$ cat src/rtl/irq_router_pkg.sv
package irq_router_pkg;

    localparam int LINE_W     = 64;
    localparam int NUM_CPU    = 4;
    localparam int CPU_IDX_W  = $clog2(NUM_CPU);
    localparam int OFF_W      = 12;
    localparam int SIZE_W     = 4;
    localparam int WORD_BYTES = 8;
    localparam int LEGACY_POS = 55;

    // Offset layout: masks at base + {upper, lower} stride, requests +0x80
    localparam logic [OFF_W-1:0] MASK_BASE    = 12'h200;
    localparam logic [OFF_W-1:0] PEND_DELTA   = 12'h080;
    localparam logic [OFF_W-1:0] LOW_STRIDE   = 12'h040;
    localparam logic [OFF_W-1:0] HIGH_STRIDE  = 12'h400;
    localparam logic [OFF_W-1:0] RAW_OFFSET   = 12'h300;

    typedef enum logic [1:0] {
        SEL_NONE,
        SEL_MASK,
        SEL_PEND,
        SEL_RAW
    } sel_kind_e;

    typedef struct packed {
        sel_kind_e              kind;
        logic [CPU_IDX_W-1:0]   cpu;
    } csr_sel_t;

    typedef struct packed {
        logic                   valid;
        logic                   err;
        logic [LINE_W-1:0]      data;
    } csr_rsp_t;

    function automatic logic [OFF_W-1:0] cpu_offset(input logic [CPU_IDX_W-1:0] c);
        logic [OFF_W-1:0] o;
        o = MASK_BASE;
        if (c[0]) o = o + LOW_STRIDE;
        if (c[1]) o = o + HIGH_STRIDE;
        return o;
    endfunction

    function automatic csr_sel_t decode_offset(input logic [OFF_W-1:0] off);
        csr_sel_t s;
        s.kind = SEL_NONE;
        s.cpu  = '0;
        if (off == RAW_OFFSET) begin
            s.kind = SEL_RAW;
        end
        for (int c = 0; c < NUM_CPU; c++) begin
            if (off == cpu_offset(CPU_IDX_W'(c))) begin
                s.kind = SEL_MASK;
                s.cpu  = CPU_IDX_W'(c);
            end
            if (off == cpu_offset(CPU_IDX_W'(c)) + PEND_DELTA) begin
                s.kind = SEL_PEND;
                s.cpu  = CPU_IDX_W'(c);
            end
        end
        return s;
    endfunction

endpackage

$ cat src/rtl/irq_raw_capture.sv
module irq_raw_capture
    import irq_router_pkg::*;
#(
    parameter int WIDTH   = LINE_W,
    parameter int MERGE_AT = LEGACY_POS
) (
    input  logic             clk,
    input  logic             rst,
    input  logic [WIDTH-1:0] lines,
    input  logic             legacy,
    output logic [WIDTH-1:0] raw_q
);
    logic [WIDTH-1:0] merged;

    always_comb begin
        merged = lines;
        merged[MERGE_AT] = lines[MERGE_AT] | legacy;
    end

    always_ff @(posedge clk) begin
        if (rst) raw_q <= '0;
        else     raw_q <= merged;
    end
endmodule

$ cat src/rtl/irq_csr_decode.sv
module irq_csr_decode
    import irq_router_pkg::*;
#(
    parameter int AW = OFF_W,
    parameter int SW = SIZE_W,
    parameter int NC = NUM_CPU
) (
    input  logic          valid,
    input  logic          write,
    input  logic [AW-1:0] addr,
    input  logic [SW-1:0] size,
    output csr_sel_t      sel,
    output logic          err,
    output logic [NC-1:0] mask_we,
    output logic          rd_ok
);
    csr_sel_t dec;

    always_comb begin
        dec  = decode_offset(addr);
        sel  = dec;
        err  = valid && ((size != SW'(WORD_BYTES)) || (dec.kind == SEL_NONE));
        rd_ok = valid && !write && !err;
        mask_we = '0;
        if (valid && write && !err && dec.kind == SEL_MASK)
            mask_we[dec.cpu] = 1'b1;
    end
endmodule

$ cat src/rtl/irq_cpu_slice.sv
module irq_cpu_slice
    import irq_router_pkg::*;
#(
    parameter int WIDTH = LINE_W
) (
    input  logic             clk,
    input  logic             rst,
    input  logic             we,
    input  logic [WIDTH-1:0] wdata,
    input  logic [WIDTH-1:0] raw,
    output logic [WIDTH-1:0] mask_q,
    output logic [WIDTH-1:0] pend,
    output logic             irq_q
);
    assign pend = mask_q & raw;

    always_ff @(posedge clk) begin
        if (rst) begin
            mask_q <= '0;
            irq_q  <= 1'b0;
        end else begin
            if (we) mask_q <= wdata;
            irq_q <= |pend;
        end
    end
endmodule

$ cat src/rtl/cpu_irq_router.sv
module cpu_irq_router
    import irq_router_pkg::*;
#(
    parameter int DATA_W     = LINE_W,
    parameter int ADDR_W     = OFF_W,
    parameter int SZ_W       = SIZE_W,
    parameter int LEGACY_BIT = LEGACY_POS
) (
    input  logic              clk,
    input  logic              rst,
    input  logic [DATA_W-1:0] dev_lines,
    input  logic              legacy_irq,
    input  logic              csr_valid,
    input  logic              csr_write,
    input  logic [ADDR_W-1:0] csr_addr,
    input  logic [SZ_W-1:0]   csr_size,
    input  logic [DATA_W-1:0] csr_wdata,
    output logic              csr_rsp_valid,
    output logic              csr_rsp_err,
    output logic [DATA_W-1:0] csr_rdata,
    output logic [NUM_CPU-1:0] cpu_irq
);
    localparam int NC = NUM_CPU;

    logic [DATA_W-1:0]    raw_q;
    logic [NC*DATA_W-1:0] mask_flat;
    logic [NC*DATA_W-1:0] pend_flat;
    logic [NC-1:0]        mask_we;
    csr_sel_t             sel;
    logic                 acc_err;
    logic                 rd_ok;
    logic [DATA_W-1:0]    rd_mux;
    csr_rsp_t             rsp_q;

    irq_raw_capture #(.WIDTH(DATA_W), .MERGE_AT(LEGACY_BIT)) u_raw (
        .clk    (clk),
        .rst    (rst),
        .lines  (dev_lines),
        .legacy (legacy_irq),
        .raw_q  (raw_q)
    );

    irq_csr_decode #(.AW(ADDR_W), .SW(SZ_W), .NC(NC)) u_dec (
        .valid   (csr_valid),
        .write   (csr_write),
        .addr    (csr_addr),
        .size    (csr_size),
        .sel     (sel),
        .err     (acc_err),
        .mask_we (mask_we),
        .rd_ok   (rd_ok)
    );

    for (genvar g = 0; g < NC; g++) begin : g_cpu
        irq_cpu_slice #(.WIDTH(DATA_W)) u_slice (
            .clk    (clk),
            .rst    (rst),
            .we     (mask_we[g]),
            .wdata  (csr_wdata),
            .raw    (raw_q),
            .mask_q (mask_flat[g*DATA_W +: DATA_W]),
            .pend   (pend_flat[g*DATA_W +: DATA_W]),
            .irq_q  (cpu_irq[g])
        );
    end

    always_comb begin
        unique case (sel.kind)
            SEL_MASK: rd_mux = mask_flat[sel.cpu*DATA_W +: DATA_W];
            SEL_PEND: rd_mux = pend_flat[sel.cpu*DATA_W +: DATA_W];
            SEL_RAW:  rd_mux = raw_q;
            default:  rd_mux = '0;
        endcase
    end

    always_ff @(posedge clk) begin
        if (rst) begin
            rsp_q <= '0;
        end else begin
            rsp_q.valid <= csr_valid;
            rsp_q.err   <= acc_err;
            rsp_q.data  <= rd_ok ? rd_mux : '0;
        end
    end

    assign csr_rsp_valid = rsp_q.valid;
    assign csr_rsp_err   = rsp_q.err;
    assign csr_rdata     = rsp_q.data;
endmodule

$ cat config.mk
export PLATFORM = sky130hd
export DESIGN_NAME = cpu_irq_router
export DESIGN_NICKNAME = d
export VERILOG_FILES = /design/src/rtl/irq_router_pkg.sv /design/src/rtl/irq_raw_capture.sv /design/src/rtl/irq_csr_decode.sv /design/src/rtl/irq_cpu_slice.sv /design/src/rtl/cpu_irq_router.sv
export SDC_FILE = /design/constraint.sdc
export NUM_CORES = 1
export LEC_CHECK = 0
export ABC_CLOCK_PERIOD_IN_PS = 4200
export BUFFER_PORTS_ARGS = -buffer_cell sky130_fd_sc_hd__buf_2
export CAP_MARGIN = 20
export CORE_MARGIN = 8
export CORE_UTILIZATION = 40
export DETAILED_ROUTE_END_ITERATION = 12
export GPL_ROUTABILITY_DRIVEN = 1
export HOLD_SLACK_MARGIN = 0.15
export MAX_ROUTING_LAYER = met4
export SETUP_SLACK_MARGIN = 0.4
export SYNTH_ARGS = -nofsm -noshare
export SYNTH_HDL_FRONTEND = slang
export SYNTH_SLANG_ARGS = --single-unit
$ cat constraint.sdc
create_clock -name clk -period 4.2 [get_ports clk]
set_input_delay 0.84 -clock clk [delete_from_list [all_inputs] [get_ports clk]]
set_output_delay 0.84 -clock clk [all_outputs]
set_load 0.005 [all_outputs]
After elaboration in Yosys (flattened, before gate mapping)
Index checks and enable logic that the tools add are counted.
Storage, ports and cells
  bits in latches: 0
  bits of input ports: 149
  memory bits (read-only): 0
  logic and storage cells: 64
  bits in writable memories: 0
  memories kept: 0
  bits in registers: 390
Operators by class
  add/subtract/negate cells: 0
  bitwise logic cells: 6
  $lt $le $gt $ge: 2
  reductions and logical operators: 16
  multiplexer cells: 13
  eq/ne operators: 13
  divide/modulo/power cells: 0
  shift operators: 2
  multipliers: 0
Operators by type and width (count)
  indexed part select 256 x 9 -> 64 bit: 2
  bitwise AND 64 bit: 4
  OR reduction 64 bit: 4
  one-hot mux 64 bit (3 select lines): 1
  == test 12 x 10 -> 1 bit (second input constant): 5
  == test 12 x 11 -> 1 bit (second input constant): 4
  2-to-1 mux 4 bit: 9
  logical AND 1 bit: 7
  == test 2 bit (second input constant): 2
  inequality test 4 bit (second input constant): 1
  less-than comparator 2 x 3 -> 1 bit (second input constant): 1
  demux 1 bit (select 2 bit): 1
  == test 2 x 1 -> 1 bit (second input constant): 1
  >= comparator 2 x 1 -> 1 bit (second input constant): 1
  logical NOT 1 bit: 2
  logical NOT 2 bit: 1
  2-to-1 mux 2 bit: 1
  OR reduction 2 bit: 1
  logical OR 1 bit: 1
  2-to-1 mux 1 bit: 1
  NOT 1 bit: 1
  bitwise OR 1 bit: 1

Longest topological paths before layout
Gate-level depths: netlist of run 1.
  depth in word-level cells: 17
  depth in mapped cells: 14

Modules after synthesis
From an unflattened synthesis of run 1, not the netlist that was laid out.
Second synthesis, totals
  cells, all modules: 1958
  area total of the unflattened synthesis: 19884.1 um^2
By module, submodules not included
  irq_cpu_slice: area an instance 2870.3 um^2, cells an instance 298, instances 4
  cpu_irq_router: area an instance 6465.0 um^2, cells an instance 602, instances 1
  irq_raw_capture: area an instance 1729.2 um^2, cells an instance 135, instances 1
  irq_csr_decode: area an instance 209.0 um^2, cells an instance 29, instances 1

Least setup slack after synthesis of run 1
OpenSTA, ideal clock, no wires.
  path kind: in2reg
  start: in csr_addr[11]
  end: reg g_cpu[2].u_slice.mask_q[10]
  stages on the path: 11
  buffers on the path: 2
  arrival: 4099 ps
  data required time: 4057 ps
  path slack: -42 ps
  cells stage by stage: or4b_4 a2111oi_0 inv_1 ha_1 nor4b_1 nand3_1 or4_1 clkbuf_1 clkbuf_1 nand2_1 a21oi_2
Between the ends
  word-level cells in the longest chain between the ends: 17
  elaborated cells on any way between the ends: 31
  classes of those cells: order compare: 2; eq/ne: 10; mux: 12; reduce/logical: 7
Ends and longest elaborated chain
  start, declared: RTL line cpu_irq_router.sv:15  | input logic [ADDR_W-1:0] csr_addr,
  == test 12 x 10 -> 1 bit: RTL line irq_router_pkg.sv:48  | if (off == RAW_OFFSET) begin
  2-to-1 mux 2 bit: RTL line irq_router_pkg.sv:48
  2-to-1 mux 4 bit: RTL line irq_router_pkg.sv:52  | if (off == cpu_offset(CPU_IDX_W'(c))) begin
  2-to-1 mux 4 bit: RTL line irq_router_pkg.sv:56  | if (off == cpu_offset(CPU_IDX_W'(c)) + PEND_DELTA) begin
  2-to-1 mux 4 bit: RTL line irq_router_pkg.sv:52
  2-to-1 mux 4 bit: RTL line irq_router_pkg.sv:56
  2-to-1 mux 4 bit: RTL line irq_router_pkg.sv:52
  2-to-1 mux 4 bit: RTL line irq_router_pkg.sv:56
  2-to-1 mux 4 bit: RTL line irq_router_pkg.sv:52
  2-to-1 mux 4 bit (*): RTL line irq_router_pkg.sv:56
  parallel branches: the longest is 6 deep, another holds less-than comparator 2 x 3 -> 1 bit
  2-to-1 mux 4 bit (*): RTL line irq_csr_decode.sv:25  | if (valid && write && !err && dec.kind == SEL_MASK)
  end signal, assigned: RTL line irq_cpu_slice.sv:22  | if (we) mask_q <= wdata;
  end, declared: RTL line irq_cpu_slice.sv:11  | output logic [WIDTH-1:0] mask_q,
Mark *: on every way between the ends.
A chain may end at the register's enable or synchronous reset.

Worst setup path in the final report of run 1
  start: in csr_addr[11]
  end: reg g_cpu[1].u_slice.mask_q[32]
Between the ends
  word-level cells in the longest chain between the ends: 17
  elaborated cells on any way between the ends: 31
  classes of those cells: order compare: 2; eq/ne: 10; mux: 12; reduce/logical: 7
Ends and longest elaborated chain (RTL line)
  == test 12 x 10 -> 1 bit: irq_router_pkg.sv:48
  2-to-1 mux 2 bit: irq_router_pkg.sv:48
  2-to-1 mux 4 bit: irq_router_pkg.sv:52
  2-to-1 mux 4 bit: irq_router_pkg.sv:56
  2-to-1 mux 4 bit: irq_router_pkg.sv:52
  2-to-1 mux 4 bit: irq_router_pkg.sv:56
  2-to-1 mux 4 bit: irq_router_pkg.sv:52
  2-to-1 mux 4 bit: irq_router_pkg.sv:56
  2-to-1 mux 4 bit: irq_router_pkg.sv:52
  2-to-1 mux 4 bit (*): irq_router_pkg.sv:56
  parallel branches: the longest is 6 deep, another holds less-than comparator 2 x 3 -> 1 bit
  2-to-1 mux 4 bit (*): irq_csr_decode.sv:25
  end signal, assigned: irq_cpu_slice.sv:22
  end, declared: irq_cpu_slice.sv:11
Marked as above.

==> results.yml, run 1 <==
outcome:
  outcome: "finished clean"
worst_setup_path:
  rrSetupSlack_ps: 1800
  worst-path-buf-inv: 4
  cp_max_fo: 64
  worstSetupPathType: "in2reg"
  cp-end-kind: "register"
  max_stage_delay_ps: 590
  worstPathCellList: "buf_2 > or4b_4 > a2111oi_4 > inv_1 > ha_1 > nor4b_2 > nand3_2 > buf_4 > or3_2 > buf_12 > nand2_1 > a21oi_1"
  worst_ep_arrival_time_ps: 3960
  reg2reg_from: "u_raw.raw_q[33]"
  cp_top_family: "simple AND/OR/NAND/NOR gates"
  reg2reg_depth: 5
  critPathRequiredTime_ps: 4600
  r2r-end: "g_cpu[2].u_slice.irq_q"
  startpoint_type: "primary input"
  crit_slowest_cell: "or4b_4"
  crit_cells: 12
clocking:
  cts_tree: "yes"
  numCtsBuffers: 44
  insertion_delay_ps: 570
  cts_max_level: 2
  post_cts_resized: 0
  postCtsSetupBuffers: 0
  clock_path_buffers: 3
  ctsHoldBuffers: 0
  root_buffer: "clkbuf_16"
  clkTransAtPathRegs_ps: 60
  cts.sinks: 390
synth:
  ys_types: 43
  async_reset_ff_share_pct: 0
  ys.flop_type: "dfxtp_1"
  synthCells: 2028
  yosysSeqAreaShare_pct: 46.5
  syn_area_per_cell_um2: 8.28
  syn_nets: 2182
  synth_seq_cells: 390
  synth_edf_count: 0
  ys_warn_count: 0
  syn_area_mm2: 0.0168
route:
  via_count: 16400
  drc: 0
  drtIter0Drc: 1973
  via_per_inst: 5.97
  detail-route-antenna-nets: 0
  wl_per_cell_um: 27.6
  postRouteWirelength_mm: 75.9
  dr.pass1.iters: 5
timing:
  hold_violations: 0
  skew_ps: 12.4
  setup_viol: 0
  rsz0062_at_grt: "false"
  finalCritPeriodShare_pct: 84.7
  setup_tns_ps: 0
  period_minus_slack_ps: 3560
  tightest_slew_ps: 991
  drv_slew: 0
  max_freq_ghz: 0.281
  slew-limit-headroom_pct: 33.9
worst_hold_path:
  hold_depth: 2
  hold-path-endpoint: "g_cpu[3].u_slice.mask_q[43]"
  worstHoldStart: "g_cpu[3].u_slice.mask_q[43]"
  hold_path_class: "reg2reg"
layout:
  final_common_cell: "nand2_1"
  multiInputGateArea_mm2: 0.00823
  final_cell_area_mm2: 0.0199
  drive_above_1_share_pct: 19.7
  syn_to_final_growth_pct: 18.7
  fillers: 4084
  layout_common_cells: "nand2_1 (574), dfxtp_1 (390), a21oi_1 (294), buf_2 (216), nor2b_1 (65)"
  seq_area_mm2: 0.00781
  nets: 2330
placement:
  place_area_mm2: 0.0185
  place.gp.congestion: 1.04
  post-dp-hpwl_mm: 54.1
  port_buffers: 218
floorplan:
  coreArea_mm2: 0.0417
  rows: 75
  dieArea_mm2: 0.0488
  io_pins: 219
  initial_core_util_pct: 40.3
  die_height_um: 221
  fp.dieW_um: 221
power_and_ir_drop:
  swShare_pct: 23.1
  peakVddDrop_uv: 286
  p_comb_share_pct: 4.0
  internal-power_uw: 6220
  pwr-share-seq_pct: 47.4
  switching_power_uw: 1870
  leakagePower_uw: 0.00730
  powerDensity_mw_per_mm2: 406
  pwr-share-clk_pct: 48.7
grt:
  grt_first_pass_wirelength_mm: 110
  grt.overflow.total: 0
  groute.usage.overall_pct: 30.5
  grt_pass1_vias: 15600
  grt_max_degree: 127
  antenna_found_initial: 1
run:
  cap_violations: 0
## through the flow
stage / hold slack (ps) / setup WS [ps] / util [%] / total power (uW) / instances
after detailed placement: 459 / 129 / 44.3 / 4230 / 2669
after global placement: 451 / 222 / 44.3 / 4230 / 2669
after floorplan: 441 / 434 / - / 4000 / 2028
after global routing: 480 / 525 / 47.8 / 8290 / 2747
final: 470 / 644 / 47.8 / 8090 / 2747
after CTS: 453 / 711 / 47.8 / 8120 / 2746
## worst register-to-register path: stages, from the launching register on
cell      delay (ps)
dfxtp_1          430
a22o_1           370
a221oi_1         630
nand4_1          260
nor3_1           420
a21oi_1          140
## per-layer routing
metal | global-route usage [%] | routed length, um
met5 | - | 0
met4 | 12.2 | 3050
met3 | 4.46 | 6320
met2 | 47.1 | 34300
met1 | 39.9 | 32300
## kinds of logic after synthesis
family                   count (synthesis)  share of synthesized area (%)
AO/OA/AOI/OAI                          675                           26.3
adder cells (fa/ha/maj)                  5                          0.373
buffers and inverters                  190                           4.83
flip-flops                             390                           46.5
multiplexers                            65                           4.10
AND/OR/NAND/NOR                        703                           17.8
## sequential cells by signal (all words and copies together) (netlist names)
register / count
g_cpu.u_slice.mask_q: 256
csr_rdata: 64
u_raw.raw_q: 64
g_cpu.u_slice.irq_q: 4
csr_rsp_err: 1
csr_rsp_valid: 1
## synthesized netlist by cell type, types with 7 or more instances
library cell | count | share of area (%)
buf_6 | 7 | 0.47
a22oi_1 | 56 | 2.5
clkbuf_1 | 116 | 2.6
nor2b_1 | 65 | 2.4
inv_1 | 34 | 0.76
a22o_1 | 36 | 1.9
o211ai_1 | 30 | 1.3
nand2_1 | 574 | 13
a2bb2oi_1 | 34 | 1.8
nor3_1 | 9 | 0.27
o22ai_1 | 64 | 2.4
mux2i_1 | 35 | 2.1
buf_2 | 24 | 0.72
dfxtp_1 | 390 | 47
a21oi_2 | 60 | 3.1
nand4_1 | 21 | 0.78
a21oi_1 | 294 | 8.8
a31oi_1 | 30 | 1.1
mux2_2 | 30 | 2.0
a221oi_1 | 36 | 1.9
a21o_1 | 34 | 1.5
## power groups by stage
stage / Combinational, uW / Clock [uW] / Sequential, uW
CTS: 316 / 3970 / 3830
detailed placement: 314 / 0 / 3910
floorplan: 154 / 0 / 3850
global route: 338 / 4120 / 3830
global placement: 314 / 0 / 3910
finish: 322 / 3940 / 3830
## cell type report
type | instances | share of cell area, %
antenna | 1 | 0.0126
clock buffer | 65 | 6.48
clock inverter | 12 | 0.867
inverter | 34 | 0.641
multi-input combinational | 1448 | 41.3
sequential | 390 | 39.2
tap | 539 | 3.39
timing repair buffer | 258 | 8.12
## how the worst max path moves through the flow
stage,from,to,slack (ps)
after floorplan,csr_addr[11],g_cpu[2].u_slice.mask_q[10],430
after global placement,csr_addr[11],g_cpu[1].u_slice.mask_q[37],220
after detailed placement,csr_addr[11],g_cpu[1].u_slice.mask_q[32],130
after CTS,csr_addr[11],g_cpu[1].u_slice.mask_q[10],710
after global routing,csr_addr[11],g_cpu[1].u_slice.mask_q[30],530
final,csr_addr[11],g_cpu[1].u_slice.mask_q[32],640
(Power assumes the default switching activity.)
==> inputs of run 2 (changes only) <==
--- a/config.mk
+++ b/config.mk
@@ -5,7 +5,7 @@
 export SDC_FILE = /design/constraint.sdc
 export NUM_CORES = 1
 export LEC_CHECK = 0
-export ABC_CLOCK_PERIOD_IN_PS = 4200
+export ABC_CLOCK_PERIOD_IN_PS = 2980
 export BUFFER_PORTS_ARGS = -buffer_cell sky130_fd_sc_hd__buf_2
 export CAP_MARGIN = 20
 export CORE_MARGIN = 8
==> constraint.sdc (replaced) <==
create_clock -name clk -period 2.98 [get_ports clk]
set_input_delay 0.596 -clock clk [delete_from_list [all_inputs] [get_ports clk]]
set_output_delay 0.596 -clock clk [all_outputs]
set_load 0.005 [all_outputs]
==> results.yml, run 2 (same netlist as run 1, synthesis figures left out) <==
clocking:
  clkTransAtPathRegs_ps: 60
  insertion_delay_ps: 580
  cts.sinks: 390
  numCtsBuffers: 45
  cts_tree: "yes"
  ctsHoldBuffers: 0
  root_buffer: "clkbuf_16"
  cts_max_level: 2
  clock_path_buffers: 3
layout:
  drive_above_1_share_pct: 36.8
  final_cell_area_mm2: 0.0235
  regMostFlops: "g_cpu.u_slice.mask_q"
  largest_register_ffs: 256
  layout_common_cells: "nand2_1 (390), dfxtp_1 (390), buf_2 (214), a21oi_1 (181), a21oi_2 (173)"
  nets: 2437
  stdcell_count: 2858
  fin_util_pct: 56.4
  syn_to_final_growth_pct: 39.9
  fillers: 3680
timing:
  max_freq_ghz: 0.340
  skew_ps: 10.8
  drv_slew: 0
  setup_viol: 0
  rsz0062_at_grt: "true"
  tightest_slew_ps: 1380
  finalCritPeriodShare_pct: 98.8
  fin_ws_ps: 35.6
  slew-limit-headroom_pct: 7.98
  hold_violations: 0
  period_minus_slack_ps: 2940
floorplan:
  initial_core_util_pct: 40.3
  io_pins: 219
  fp.dieW_um: 221
  dieArea_mm2: 0.0488
  die_height_um: 221
  coreArea_mm2: 0.0417
  rows: 75
placement:
  port_buffers: 218
  placed_cells: 2712
  post-dp-hpwl_mm: 55.6
  place_ws_ps: -675
  place.gp.congestion: 1.03
  place_area_mm2: 0.0191
grt:
  grt_max_degree: 172
  grt_pass1_vias: 16500
  antenna_found_initial: 4
  grt_first_pass_wirelength_mm: 116
  grt.overflow.total: 0
  groute.usage.overall_pct: 32.2
route:
  postRouteWirelength_mm: 86.5
  via_per_inst: 6.26
  dr.max_layer_used: "met4"
  dr.pass1.iters: 6
  drc: 0
  via_count: 17900
  detail-route-antenna-nets: 0
  wl_per_cell_um: 30.3
  dr_wl_met3_mm: 9.57
  met1_length_mm: 33.4
  drtIter0Drc: 2344
  wl_met2_mm: 37.7
power_and_ir_drop:
  pwr-share-seq_pct: 47.2
  p_total_uw: 11400
  switching_power_uw: 2760
  internal-power_uw: 8670
  leakagePower_uw: 0.00906
  peakVddDrop_uv: 525
  p_comb_share_pct: 4.6
  swShare_pct: 24.1
  powerDensity_mw_per_mm2: 487
  pwr-share-clk_pct: 48.1
worst_setup_path:
  startpoint_type: "primary input"
  cp-end-kind: "register"
  worst_ep_arrival_time_ps: 3430
  worstSetupPathType: "in2reg"
  cp_max_fo: 8
  critPathRequiredTime_ps: 3460
run:
  cap_violations: 0
outcome:
  outcome: "finished clean"
worst_hold_path:
  hold_path_class: "in2reg"
## run 2: path summary, 6_finish.rpt
check | from | end | slack, ps | depth (start not counted)
max | csr_addr[3] | g_cpu[2].u_slice.mask_q[17] | 40 | 15
min | dev_lines[30] | u_raw.raw_q[30] | 230 | 2
max reg2reg | u_raw.raw_q[60] | g_cpu[3].u_slice.irq_q | 810 | 5
min reg2reg | g_cpu[0].u_slice.mask_q[5] | g_cpu[0].u_slice.mask_q[5] | 470 | 2
## run 2: per-layer routing
| metal | GRT usage [%] | vias up |
|---|---|---|
| met2 | 49.1 | 1218 |
| met3 | 6.40 | 341 |
| met4 | 15.0 | 0 |
| met1 | 41.0 | 8663 |
| li1 | - | 7659 |
| met5 | - | - |
## run 2: worst max-delay path: stages
cell	delay [ps]
buf_6	90
or4b_4	560
a2111oi_4	310
inv_1	120
ha_2	220
nor4b_4	260
nand3_2	120
buf_6	130
buf_6	120
nor4_4	180
buf_12	160
buf_12	150
buf_12	170
nand2_2	70
a21oi_2	130
## run 2: cell type report
type | instances | area, um^2 | share of cell area, %
diodes | 4 | 10.0 | 0.0426
clock buffers | 60 | 1260 | 5.38
clock inverters | 19 | 179 | 0.762
inverters | 34 | 128 | 0.543
multi-input cells | 1448 | 9940 | 42.3
flip-flops and latches | 390 | 7810 | 33.2
well taps | 539 | 674 | 2.87
repair buffers | 364 | 3490 | 14.9
## run 2: through the flow
stage,hold WS [ps],setup TNS [ps]
2_1_floorplan,441,-61420
5_1_grt,222,-20.8
3_3_place_gp,452,-119780
3_5_place_dp,464,-143240
6_report,228,0
4_1_cts,214,0
## run 2: power groups by stage
| stage | Sequential, uW | Combinational [uW] | Clock [uW] |
|---|---|---|---|
| final | 5400 | 527 | 5500 |
| after global routing | 5390 | 551 | 5780 |
| after CTS | 5390 | 477 | 5530 |
| after detailed placement | 5500 | 470 | 0 |
| after global placement | 5510 | 469 | 0 |
| after floorplan | 5430 | 218 | 0 |
## run 2: repair_timing
item                                    CTS  global route
endpoints found under the setup margin  320           320
buffers inserted                         21             5
pin swaps                                13           199
cloned                                   13            24
gates resized for setup                  96           387
